$ cat src/rtl/argmax_pkg.sv
package argmax_pkg;

  // Which lane of a beat produced the pair winner.
  typedef enum logic {
    LANE_EVEN = 1'b0,
    LANE_ODD  = 1'b1
  } lane_e;

  localparam int unsigned DEF_DATA_W = 16;
  localparam int unsigned DEF_IDX_W  = 8;

endpackage

$ cat src/rtl/argmax_rst_sync.sv
// Two-stage synchronizer: reset asserts asynchronously, releases on clk.
module argmax_rst_sync #(
  parameter int unsigned STAGES = 2
) (
  input  logic clk,
  input  logic rst_n,
  output logic rst_sync_n
);

  logic [STAGES-1:0] sync_q;

  always_ff @(posedge clk or negedge rst_n) begin
    if (!rst_n) begin
      sync_q <= '0;
    end else begin
      sync_q <= {sync_q[STAGES-2:0], 1'b1};
    end
  end

  assign rst_sync_n = sync_q[STAGES-1];

endmodule

$ cat src/rtl/argmax_pair_sel.sv
// Reduces one beat to a single candidate; lane 0 wins ties.
module argmax_pair_sel
  import argmax_pkg::*;
#(
  parameter int unsigned DATA_W = DEF_DATA_W
) (
  input  logic signed [DATA_W-1:0] lane0_i,
  input  logic signed [DATA_W-1:0] lane1_i,
  output logic signed [DATA_W-1:0] win_o,
  output lane_e                    lane_o
);

  always_comb begin
    if (lane1_i > lane0_i) begin
      win_o  = lane1_i;
      lane_o = LANE_ODD;
    end else begin
      win_o  = lane0_i;
      lane_o = LANE_EVEN;
    end
  end

endmodule

$ cat src/rtl/argmax_frame_ctl.sv
// Frame bookkeeping: acceptance, beat counter, open/closed state, done pulse.
module argmax_frame_ctl #(
  parameter int unsigned BEAT_W = 7
) (
  input  logic              clk,
  input  logic              rst_n,
  input  logic              start_i,
  input  logic              valid_i,
  input  logic              last_i,
  output logic              accept_o,
  output logic [BEAT_W-1:0] beat_o,
  output logic              done_o
);

  logic [BEAT_W-1:0] beat_q, beat_d;
  logic              open_q, open_d;
  logic              done_q, done_d;
  logic              beat_en;

  // A start reopens the frame in the same cycle, so a beat there is beat 0.
  assign accept_o = valid_i && (open_q || start_i);
  assign beat_o   = start_i ? '0 : beat_q;
  assign beat_en  = accept_o || start_i;

  always_comb begin
    beat_d = beat_q;
    if (beat_en) begin
      beat_d = accept_o ? beat_o + 1'b1 : '0;
    end
  end

  always_comb begin
    open_d = open_q;
    if (accept_o && last_i) begin
      open_d = 1'b0;
    end else if (start_i) begin
      open_d = 1'b1;
    end
  end

  assign done_d = accept_o && last_i;

  always_ff @(posedge clk or negedge rst_n) begin
    if (!rst_n) begin
      beat_q <= '0;
      open_q <= 1'b1;
      done_q <= 1'b0;
    end else begin
      if (beat_en) begin
        beat_q <= beat_d;
      end
      open_q <= open_d;
      done_q <= done_d;
    end
  end

  assign done_o = done_q;

endmodule

$ cat src/rtl/argmax_track_reg.sv
// Holds the running maximum and its index.
module argmax_track_reg
  import argmax_pkg::*;
#(
  parameter int unsigned DATA_W = DEF_DATA_W,
  parameter int unsigned IDX_W  = DEF_IDX_W
) (
  input  logic                     clk,
  input  logic                     rst_n,
  input  logic                     start_i,
  input  logic                     accept_i,
  input  logic signed [DATA_W-1:0] cand_i,
  input  logic [IDX_W-1:0]         cand_idx_i,
  output logic signed [DATA_W-1:0] max_o,
  output logic [IDX_W-1:0]         idx_o
);

  localparam logic signed [DATA_W-1:0] MIN_VAL = {1'b1, {(DATA_W-1){1'b0}}};

  logic signed [DATA_W-1:0] max_q, max_d, base_max;
  logic [IDX_W-1:0]         idx_q, idx_d, base_idx;
  logic                     take;
  logic                     reg_en;

  // The start cycle compares against a cleared baseline.
  assign base_max = start_i ? MIN_VAL : max_q;
  assign base_idx = start_i ? '0 : idx_q;
  assign take     = accept_i && (cand_i > base_max);
  assign reg_en   = start_i || take;

  always_comb begin
    max_d = base_max;
    idx_d = base_idx;
    if (take) begin
      max_d = cand_i;
      idx_d = cand_idx_i;
    end
  end

  always_ff @(posedge clk or negedge rst_n) begin
    if (!rst_n) begin
      max_q <= MIN_VAL;
      idx_q <= '0;
    end else if (reg_en) begin
      max_q <= max_d;
      idx_q <= idx_d;
    end
  end

  assign max_o = max_q;
  assign idx_o = idx_q;

endmodule

$ cat src/rtl/argmax_stream_top.sv
module argmax_stream_top
  import argmax_pkg::*;
#(
  parameter int unsigned DATA_W = DEF_DATA_W,
  parameter int unsigned IDX_W  = DEF_IDX_W
) (
  input  logic                     clk,
  input  logic                     rst_n,
  input  logic                     start_i,
  input  logic                     valid_i,
  input  logic signed [DATA_W-1:0] data0_i,
  input  logic signed [DATA_W-1:0] data1_i,
  input  logic                     last_i,
  output logic signed [DATA_W-1:0] max_o,
  output logic [IDX_W-1:0]         idx_o,
  output logic                     done_o
);

  // Indices are always {beat, lane}: the counter stores only the beat.
  localparam int unsigned BEAT_W = IDX_W - 1;

  logic                     rst_sync_n;
  logic                     accept;
  logic [BEAT_W-1:0]        beat;
  logic signed [DATA_W-1:0] pair_win;
  lane_e                    pair_lane;
  logic [IDX_W-1:0]         cand_idx;

  argmax_rst_sync #(.STAGES(2)) u_rst (
    .clk        (clk),
    .rst_n      (rst_n),
    .rst_sync_n (rst_sync_n)
  );

  argmax_pair_sel #(.DATA_W(DATA_W)) u_pair (
    .lane0_i (data0_i),
    .lane1_i (data1_i),
    .win_o   (pair_win),
    .lane_o  (pair_lane)
  );

  argmax_frame_ctl #(.BEAT_W(BEAT_W)) u_ctl (
    .clk      (clk),
    .rst_n    (rst_sync_n),
    .start_i  (start_i),
    .valid_i  (valid_i),
    .last_i   (last_i),
    .accept_o (accept),
    .beat_o   (beat),
    .done_o   (done_o)
  );

  assign cand_idx = {beat, pair_lane == LANE_ODD};

  argmax_track_reg #(.DATA_W(DATA_W), .IDX_W(IDX_W)) u_track (
    .clk        (clk),
    .rst_n      (rst_sync_n),
    .start_i    (start_i),
    .accept_i   (accept),
    .cand_i     (pair_win),
    .cand_idx_i (cand_idx),
    .max_o      (max_o),
    .idx_o      (idx_o)
  );

endmodule

$ cat config.mk
export PLATFORM = sky130hd
export DESIGN_NAME = argmax_stream_top
export DESIGN_NICKNAME = d
export VERILOG_FILES = /design/src/rtl/argmax_pkg.sv /design/src/rtl/argmax_rst_sync.sv /design/src/rtl/argmax_pair_sel.sv /design/src/rtl/argmax_frame_ctl.sv /design/src/rtl/argmax_track_reg.sv /design/src/rtl/argmax_stream_top.sv
export SDC_FILE = /design/constraint.sdc
export NUM_CORES = 1
export LEC_CHECK = 0
export ABC_CLOCK_PERIOD_IN_PS = 1300
export BUFFER_PORTS_ARGS = -buffer_cell sky130_fd_sc_hd__buf_4
export CORE_ASPECT_RATIO = 0.7
export CORE_UTILIZATION = 40
export CTS_BUF_LIST = sky130_fd_sc_hd__clkbuf_16
export CTS_CLUSTER_DIAMETER = 150
export DETAILED_ROUTE_END_ITERATION = 6
export PLACE_DENSITY = 0.73
export SYNTH_ARGS = -nofsm -noshare
export SYNTH_HDL_FRONTEND = slang
export SYNTH_SLANG_ARGS = --single-unit
$ cat constraint.sdc
create_clock -name clk -period 1.3 [get_ports clk]
set_clock_uncertainty 0.2 [all_clocks]
set_input_delay 0.065 -clock clk [delete_from_list [all_inputs] [get_ports clk]]
set_output_delay 0.065 -clock clk [all_outputs]
set_load 0.03 [all_outputs]
======== Word level (Yosys, flattened, before mapping) ========
Index checks and enable logic that the tools add are counted.
storage, ports and cells
  flip-flop bits (word level) ............. 35
  bits of input ports ..................... 37
  output and inout port bits .............. 25
  logic and storage cells ................. 28
cells by class
  $add $sub $neg .......................... 1
  order comparisons ....................... 2
  multiplexer cells ....................... 10
  reduce and logical (&&, ||, !) cells .... 9
operators with widths
  kind                                                            count
  16-bit 2-to-1 mux                                               3
  16-bit greater-than comparator                                  2
  8-bit 2-to-1 mux                                                2
  7-bit 2-to-1 mux                                                2
  7-bit by 1-bit adder with 7-bit output (second input constant)  1
  2-bit nonzero test                                              2
  1-bit logical AND                                               3
  1-bit logical OR                                                3
  1-bit 2-to-1 mux                                                3
  2-bit AND reduction                                             1

======== Longest topological paths before layout ========
Gate-level depths: netlist of the first run.
  depth after elaboration ................. 6
  depth in mapped cells ................... 20
  depth with buffers taken out ............ 16

======== Modules after synthesis ========
A second synthesis of the first run with hierarchy kept.
second synthesis, totals
  cell total of the unflattened synthesis .. 256
  area total of the unflattened synthesis .. 2657.5 sq um
by module, submodules not included
  module            times used  cells an instance  area each (sq um)
  argmax_track_reg  1           133                1503.9
  argmax_pair_sel   1           79                 656.9
  argmax_frame_ctl  1           41                 442.9
  argmax_rst_sync   1           3                  53.8

======== Worst setup path before layout of the first run ========
Ideal clock, no wire load.
  kind .................................... input-to-reg
  start ................................... input port data0_i[15]
  end ..................................... register u_track.max_q[10] (netlist: u_track.max_o[10])
  arrival ................................. 3.810 ns
  data required time ...................... 0.982 ns
  setup slack ............................. -2.828 ns
  stages .................................. 19
  buffers on the path ..................... 4
  path through ............................ inv_1 -> ha_1 -> nand4_2 -> nor4_2 -> a21bo_1 -> nand3_2 -> o211a_1 -> buf_6 -> buf_12 -> mux2_4 -> ha_1 -> nand4_1 -> nor3_1 -> or4_1 -> a21oi_1 -> mux2_2 -> buf_4 -> buf_6 -> a21o_1
between the ends
  cells in the longest elaborated chain, start to end .. 5
RTL lines
  what                                                   line                                            source
  start, declared                                        argmax_stream_top.sv:11                         input logic signed [DATA_W-1:0] data0_i,
  16-bit greater-than comparator                         argmax_pair_sel.sv:14                           if (lane1_i > lane0_i) begin
  16-bit 2-to-1 mux (*)                                  argmax_pair_sel.sv:14
  16-bit greater-than comparator                         argmax_track_reg.sv:28                          assign take = accept_i && (cand_i > base_max);
  1-bit logical AND                                      argmax_track_reg.sv:28
  16-bit 2-to-1 mux or 1-bit logical OR (tied branches)  argmax_track_reg.sv:34, argmax_track_reg.sv:29
  end signal, assigned                                   argmax_track_reg.sv:45                          max_q <= max_d;
  end, declared                                          argmax_track_reg.sv:20                          logic signed [DATA_W-1:0] max_q, max_d, base_max;
Mark *: on every way between the ends. The rest lies on a longest branch, timed or not.
A chain may end at the register's enable or synchronous reset.

======== Final worst setup path of the first run ========
  start ................................... input port data1_i[13]
  end ..................................... register u_track.idx_q[6] (netlist: u_track.idx_o[6])
between the ends
  cells in the longest elaborated chain, start to end .. 6
RTL lines
  what                                                                     line                     source
  start, declared                                                          argmax_stream_top.sv:12  input logic signed [DATA_W-1:0] data1_i,
  16-bit greater-than comparator                                           argmax_pair_sel.sv:14
  16-bit 2-to-1 mux (*)                                                    argmax_pair_sel.sv:14
  16-bit greater-than comparator (*)                                       argmax_track_reg.sv:28
  1-bit logical AND (*)                                                    argmax_track_reg.sv:28
  2-bit nonzero test (no source line) or 1-bit logical OR (tied branches)  -
  2-bit AND reduction (no source line)                                     -
  end signal, assigned                                                     argmax_track_reg.sv:46   idx_q <= idx_d;
  end, declared                                                            argmax_track_reg.sv:21   logic [IDX_W-1:0] idx_q, idx_d, base_idx;
Marked as above.

==> results of run 1 <==
==> cell type report <==
| type | instances | share of cell area [%] |
|---|---|---|
| multi-input cells | 194 | 43.64 |
| repair buffers | 135 | 27.84 |
| clock inverters | 3 | 0.2649 |
| flip-flops and latches | 35 | 20.66 |
| well taps | 75 | 2.207 |
| inverters | 21 | 2.443 |
| clock buffers | 5 | 2.943 |
==> power breakdown <==
group	leakage, nW	internal (W)	switching (W)
clock network	0.0701	0.000690	0.000439
registers	0.462	0.00128	0.000110
logic	1.63	0.00138	0.00124
total	2.16	0.00335	0.00179
==> metal layers <==
metal / routed length [um] / global-route usage [%] / vias to the layer above
met5: 0 / 0 / -
met3: 228 / 3.984 / 2
li1: - / - / 1158
met2: 3295 / 36.97 / 49
met4: 19 / 3.918 / 0
met1: 3277 / 28.01 / 1084
==> how the worst min path moves through the flow <==
stage / startpoint / endpoint / slack [ns] / cells past startpoint
4_1_cts: data0_i[4] / u_track.max_o[4] / -0.05 / 3
2_1_floorplan: rst_n / u_rst.sync_q[0] / -0.43 / 0
6_report: data0_i[4] / u_track.max_o[4] / -0.05 / 3
3_5_place_dp: rst_n / u_rst.sync_q[0] / -0.35 / 1
3_3_place_gp: rst_n / u_rst.sync_q[0] / -0.35 / 1
5_1_grt: data0_i[4] / u_track.max_o[4] / -0.05 / 3
==> through the flow <==
step,power [W],std cells,hold WS (ns),worst slack [ns],util (%)
final,0.005140,468,-0.04661,-2.506,72.07
after CTS,0.004983,467,-0.04696,-2.528,69.44
after global routing,0.005446,468,-0.04621,-2.638,72.07
after global placement,0.003684,449,-0.3523,-2.813,62.40
after floorplan,0.002705,259,-0.4306,-2.520,-
after detailed placement,0.003730,449,-0.3515,-2.920,62.40
==> registers in the layout, summed over array words and instances, names as in the netlist <==
signal         cells
u_ctl.beat_q       7
u_ctl.done_o       1
u_ctl.open_q       1
u_rst.sync_q       2
u_track.idx_o      8
u_track.max_o     16
==> what timing repair did <==
item | 4_1_cts | 5_1_grt
endpoints found under the hold margin | 13 | 7
buffers inserted | 7 | 3
cloned | 0 | 1
pin swaps | 11 | 14
endpoints found under the setup margin | 33 | 34
resized for setup | 38 | 35
==> cells in the final DEF, fill, tap and decap left out, types with 7 or more instances in the layout <==
cell      synthesis  final
buf_4             1    107
dfrtp_1          33     33
nor2_1           35     28
nand2b_1         18     18
ha_1             33     18
buf_6             2     16
a21o_1           15     15
ha_4              0     15
inv_1            21     13
nand2_1          12     10
mux2_4            8     10
mux2i_1           9      9
mux2_2            8      7
==> worst reg2reg max path: cells and delay by family (launching register included) <==
family                     cells  cell delay [ns]
and+or+nand+nor                5             1.08
muxes                          2             0.54
DFF                            1             0.37
buffers and inverters          2             0.25
adders and majority gates      1             0.21
AOI/OAI and AO/OA              1             0.13
==> cell families (layout without fill, tap and decap cells) <==
family	Yosys count	in the layout	synth area share, %
fa+ha+maj	33	33	16.38
other cells	1	1	0.1487
flops	35	35	34.84
xor+xnor	6	6	2.084
simple gates	91	91	18.26
mux	26	26	12.36
compound gates	37	37	9.975
buf+inv	30	164	5.956
==> summary.md, run 1 <==
| Metric | Value |
|---|---|
| Outcome | complete, but fails checks |
| Failing checks | negative hold slack, negative setup slack |
| Commonest cells in the netlist | nor2_1 (35), dfrtp_1 (33), ha_1 (33) |
| P&R area growth vs syn | 68.64% |
| FF/Latch Area | 878.3 um2 |
| DR vias | 2,293 |
| Worst R2R Start | u_track.max_o[15] |
| Top-area cell type share of the netlist area | 32.75% |
| Cells after Synth | 259 |
| Diode count | 0 |
| Seq/Total Area, Yosys | 34.84% |
| Worst reg2reg setup slack | -1.59 ns |
| Beginning of the critical path | data1_i[13] |
| Clock root cell | clkbuf_16 |
| Gr usage total | 21.17% |
| Slowest stage delay, CP | 0.53 ns |
| Initial Util | 42.74% |
| Placed Area | 3681 um2 |
| Mean number of vias per cell | 4.900 |
| Row Count | 23 |
| Post-synth EDFFs | 0 |
| Critical R2R Capture | u_track.idx_o[6] |
| Startpoint Class | input pin |
| Post-synthesis cell area | 2521 um2 |
| Chip Width | 96.89 um |
| Count leader, synth | nor2_1 |
| First drt pass iteration count | 4 |
| Clock buffer depth | 2 |
| Die height | 68.43 um |
| Fin area | 4252 um2 |
| Part of the cycle the worst path needs | 292.8% |
| Clk sink count | 35 |
| Gr ovfl total | 0 |
| Synthesized flop and latch total | 35 |
| Multi-input logic area | 1856 um2 |
| Hold_ws | -0.04661 ns |
| Final #Nets | 462 |
| Post-DRT Antenna Nets | 0 |
| Drt wl/cell | 14.57 um |
| Port bufs | 61 |
| CTS tree | done |
| Slew Viols, Final | 0 |
| IO Pins | 62 |
| Unrepaired setup endpoints after global routing | true |
| Layout cell share with drive strength beyond 1 | 53.69% |
| DR iter-0 viols | 73 |
| Synth area leaders | dfrtp_1 (33%), ha_1 (16%), nor2_1 (5.2%), mux2_4 (4.8%), a21o_1 (4.5%) |
| Async set or reset register ratio after synthesis | 100.0% |
| Worst-path clk slew | 0.06 ns |
| Largest net degree at the start of global routing | 34 |
| Total detailed-routing wirelength | 6820 um |
| Synth Area per Inst | 9.734 um2 |
| Lkg Pwr | 2.165 nW |
| Hold Path Class | in -> reg |
| Cell area power density | 1209 nW/um2 |
| Worst path arrival time | 3.77 ns |
| CP max-delay cell | or4_4 |
| Worst vdd ir | 1.019 mV |
| Critical path buffers and inverters | 4 |
| Die area | 6630 um2 |
| # DRC | 0 |
| Crit path cell chain | buf_8 > ha_4 > nand4_4 > nor4_4 > a21bo_1 > nand3_2 > o211a_4 > buf_6 > buf_6 > mux2_4 > ha_4 > nand4_1 > nor3_2 > or4_4 > a21oi_4 > mux2_4 > buf_12 > mux2i_1 > nor2_1 |
| Final min period | 3.806 ns |
| Post-DP HPWL | 5002 um |
| Syn_nets | 329 |
| Initial antenna violation count | 0 |
| Synth area leader | dfrtp_1 |
| Slack of the critical path | -2.506 ns |
| Critical path peak fanout | 7 |
| # H-tree levels | 2 |
| Ys Warns | 0 |
| Vias in the first global route | 2,276 |
| Synth Flop Type | dfrtp_1 |
| Worst-Skew Late Latency | 0.27 ns |
| Worst reg2reg path depth | 11 |
| Hold Buf Count CTS | 3 |
| Final hold vios | 11 |
| Final TNS setup | -60.42 ns |
| Max-cap violations | 0 |
| Setup crit end | u_track.idx_o[6] |
| First-pass GRT wire length | 10,830 um |
| Cell variety after synth | 41 |
| Fill cells | 407 |
| Crit path max-delay family | simple AND/OR/NAND/NOR gates |
| WS Path Type | in -> reg |
| FMAX | 262.7 MHz |
| Core Area | 5899 um2 |
| Worst Path Required | 1.26 ns |
| TritonCTS Buffers | 5 |
| Levels on crit path | 19 |
| Final setup violation count | 32 |
| Setup crit end kind | flip-flop |
| Final GP Congestion | 0.8302 |
Note: power is estimated with default switching activity, not from simulation.
==> run 2, diff against run 1 <==
--- a/config.mk
+++ b/config.mk
@@ -5,14 +5,14 @@
 export SDC_FILE = /design/constraint.sdc
 export NUM_CORES = 1
 export LEC_CHECK = 0
-export ABC_CLOCK_PERIOD_IN_PS = 1300
+export ABC_CLOCK_PERIOD_IN_PS = 4780
 export BUFFER_PORTS_ARGS = -buffer_cell sky130_fd_sc_hd__buf_4
 export CORE_ASPECT_RATIO = 0.7
 export CORE_UTILIZATION = 40
 export CTS_BUF_LIST = sky130_fd_sc_hd__clkbuf_16
 export CTS_CLUSTER_DIAMETER = 150
 export DETAILED_ROUTE_END_ITERATION = 6
-export PLACE_DENSITY = 0.73
+export PLACE_DENSITY = 0.71
 export SYNTH_ARGS = -nofsm -noshare
 export SYNTH_HDL_FRONTEND = slang
 export SYNTH_SLANG_ARGS = --single-unit
==> constraint.sdc (replaced) <==
create_clock -name clk -period 4.78 [get_ports clk]
set_clock_uncertainty 0.2 [all_clocks]
set_input_delay 0.239 -clock clk [delete_from_list [all_inputs] [get_ports clk]]
set_output_delay 0.239 -clock clk [all_outputs]
set_load 0.03 [all_outputs]
==> run 2 against run 1 <==
Against the previous run: the run now ends clean; total power decreased by 77%; critical endpoint is now u_track.max_o[15]; sequential share of layout area increased by 6.7 points; sequential cell count unchanged; largest power group unchanged; clock power decreased by 72%; global-route usage decreased by 4.1 points; critical path type unchanged.
==> summary.md, run 2 (synthesis gave the netlist of run 1 again) <==
| Metric | Value |
|---|---|
| Outcome | finished, final reports clean |
| IO Pins | 62 (unchanged) |
| Lkg Pwr | 1.724 nW (-20%) |
| Fill cells | 501 (+23%) |
| Initial Util | 42.74% (unchanged) |
| Row Count | 23 (unchanged) |
| Worst vdd ir | 0.2174 mV (-79%) |
| Final #Nets | 394 (-15%) |
| Slowest stage delay, CP | 0.39 ns (-0.14 ns) |
| Hold_ws | 0.06665 ns (+0.1133 ns) |
| Part of the cycle the worst path needs | 91.83% |
| Pre-CTS setup slack | 0.1099 ns (+3.029 ns) |
| P&R area growth vs syn | 27.30% |
| Core Area | 5899 um2 (unchanged) |
| Slew Viols, Final | 0 (unchanged) |
| WS Path Type | in -> reg |
| Die height | 68.43 um (unchanged) |
| Final hold vios | 0 (-11) |
| Critical path buffers and inverters | 4 (unchanged) |
| Sw Share | 36.40% (+1.5 points) |
| NetSw | 0.0004296 W (-76%) |
| Worst reg2reg path depth | 10 (-1) |
| Most frequent cells in the layout | buf_4 (64), nor2_1 (35), ha_1 (33), dfrtp_1 (33), inv_1 (21) |
| Cts repair resizes | 0 (-100%) |
| Final min period | 4.389 ns |
| Cell area power density | 367.7 nW/um2 (-70%) |
| Diode count | 0 (unchanged) |
| Critical path peak fanout | 20 (+13) |
| Hold Path Class | reg -> async |
| Crit path cell chain | buf_4 > inv_1 > ha_1 > nand4_2 > nor4_2 > a21bo_1 > nand3_2 > o211a_1 > buf_12 > mux2_2 > ha_1 > a211oi_1 > nor2_1 > a2111o_1 > a21oi_1 > mux2_2 > buf_4 > mux2_2 |
| # DRC | 0 (unchanged) |
| Levels on crit path | 18 (-1) |
| Most common cell after layout, fill and taps aside | buf_4 |
| Final TNS setup | 0 ns (+60.42 ns) |
| CP most frequent cell | mux2_2 |
| Gr usage total | 17.06% (-4.1 points) |
| Final setup violation count | 0 (-100%) |
| Die area | 6630 um2 (unchanged) |
| Worst Path Required | 4.79 ns (+3.53 ns) |
| Startpoint Class | input pin |
| Seq pwr share | 32.2% (+5.2 points) |
| Vias in the first global route | 1,898 (-17%) |
| Worst-Skew Late Latency | 0.28 ns (about the same) |
| Max-cap violations | 0 (unchanged) |
| Chip Width | 96.89 um (unchanged) |
| Slew @ Worst Pin | 0.5816 ns |
| Setup crit end kind | flip-flop |
| Layout cell share with drive strength beyond 1 | 29.23% (-24 points) |
| Gr ovfl total | 0 (unchanged) |
| TritonCTS Buffers | 5 (unchanged) |
| DR iter-0 viols | 85 (+16%) |
| CTS tree | done |
| First drt pass iteration count | 4 (unchanged) |
| Post-DRT Antenna Nets | 0 (unchanged) |
| FMAX | 227.8 MHz |
| Clock root cell | clkbuf_16 |
| Worst path arrival time | 4.40 ns (+0.63 ns) |
| Worst-path clk slew | 0.06 ns (about the same) |
| # H-tree levels | 2 (unchanged) |
| Clock buffer depth | 2 (unchanged) |
| Initial antenna violation count | 0 (unchanged) |
| Final GP Congestion | 0.8308 (about the same) |
| Slack of the critical path | 0.3907 ns (+2.897 ns) |
| Crit path max-delay family | compound AO/OA/AOI/OAI gates |
| Cell-internal power | 0.0007506 W (-78%) |
| Clk sink count | 35 (unchanged) |
| Unrepaired setup endpoints after global routing | false |
| Largest net degree at the start of global routing | 34 (unchanged) |
| Port bufs | 61 (unchanged) |
| Tot Pwr | 0.001180 W (-77%) |
| Power share of the combinational group | 40.7% (-10 points) |
| Total detailed-routing wirelength | 5507 um (-19%) |
| Slew HR | 60.82% |
| Hold Buf Count CTS | 2 (-1) |
| Clock share of power | 27.1% (+5.1 points) |
| CP max-delay cell | a2111o_1 |
| Postcts setup bufs | 0 (-7) |
| Mean number of vias per cell | 5.005 (+2.2%) |
| Post-DP HPWL | 4303 um (-14%) |
| Max reg flops | 16 (unchanged) |
| DR vias | 2,002 (-13%) |
| First-pass GRT wire length | 8832 um (-18%) |
| Drt wl/cell | 13.77 um (-5.5%) |
[run 2: per-layer routing]
| layer | GRT usage, % | vias up | wire [um] |
|---|---|---|---|
| met5 | 0 | - | 0 |
| met4 | 3.918 | 0 | 39 |
| met3 | 4.699 | 4 | 275 |
| met2 | 25.97 | 56 | 2350 |
| met1 | 24.11 | 922 | 2842 |
| li1 | - | 1020 | - |
[run 2: cell type report]
| type | count | area, um2 | area share, % |
|---|---|---|---|
| sequential | 35 | 878.3 | 27.37 |
| clock buffer | 5 | 125.1 | 3.899 |
| tap | 75 | 93.84 | 2.924 |
| clock inverter | 3 | 20.02 | 0.6238 |
| inverter | 21 | 78.83 | 2.456 |
| timing repair buffer | 67 | 520.5 | 16.22 |
| multi-input combinational | 194 | 1493 | 46.51 |
[run 2: worst register-to-register path, stage by stage (launching register included)]
cell	delay, ns
dfstp_2	0.53
or2_2	0.11
inv_1	0.04
ha_1	0.30
nand4_1	0.13
nor3_1	0.07
or4_1	0.51
a21oi_1	0.15
mux2_2	0.36
buf_4	0.22
mux2_2	0.29
[run 2: power by group through the flow]
stage / logic [W] / clock network, W / registers [W]
after global placement: 0.000474 / 0 / 0.000383
final: 0.000481 / 0.000320 / 0.000380
after global routing: 0.000522 / 0.000344 / 0.000386
after detailed placement: 0.000480 / 0 / 0.000385
after CTS: 0.000484 / 0.000330 / 0.000380
after floorplan: 0.000243 / 0 / 0.000470
[run 2: path summary, 6_finish.rpt]
kind,startpoint,end,slack (ns)
max in group asynchronous,u_rst.sync_q[1],u_track.max_o[15],3.99
max,data0_i[15],u_track.max_o[15],0.39
min,u_rst.sync_q[1],u_track.max_o[14],0.07
min in group clk,data0_i[12],u_track.max_o[12],0.12
min reg2reg,u_rst.sync_q[1],u_track.max_o[14],0.07
max reg2reg,u_track.max_o[15],u_track.max_o[15],1.80
[run 2: per-stage QoR]
stage	instances	util, %	cell area [um2]
after floorplan	259	-	2521
after global placement	390	51.60	3044
after detailed placement	390	51.60	3044
after CTS	400	54.40	3209
after global routing	400	54.40	3209
final	400	54.40	3209
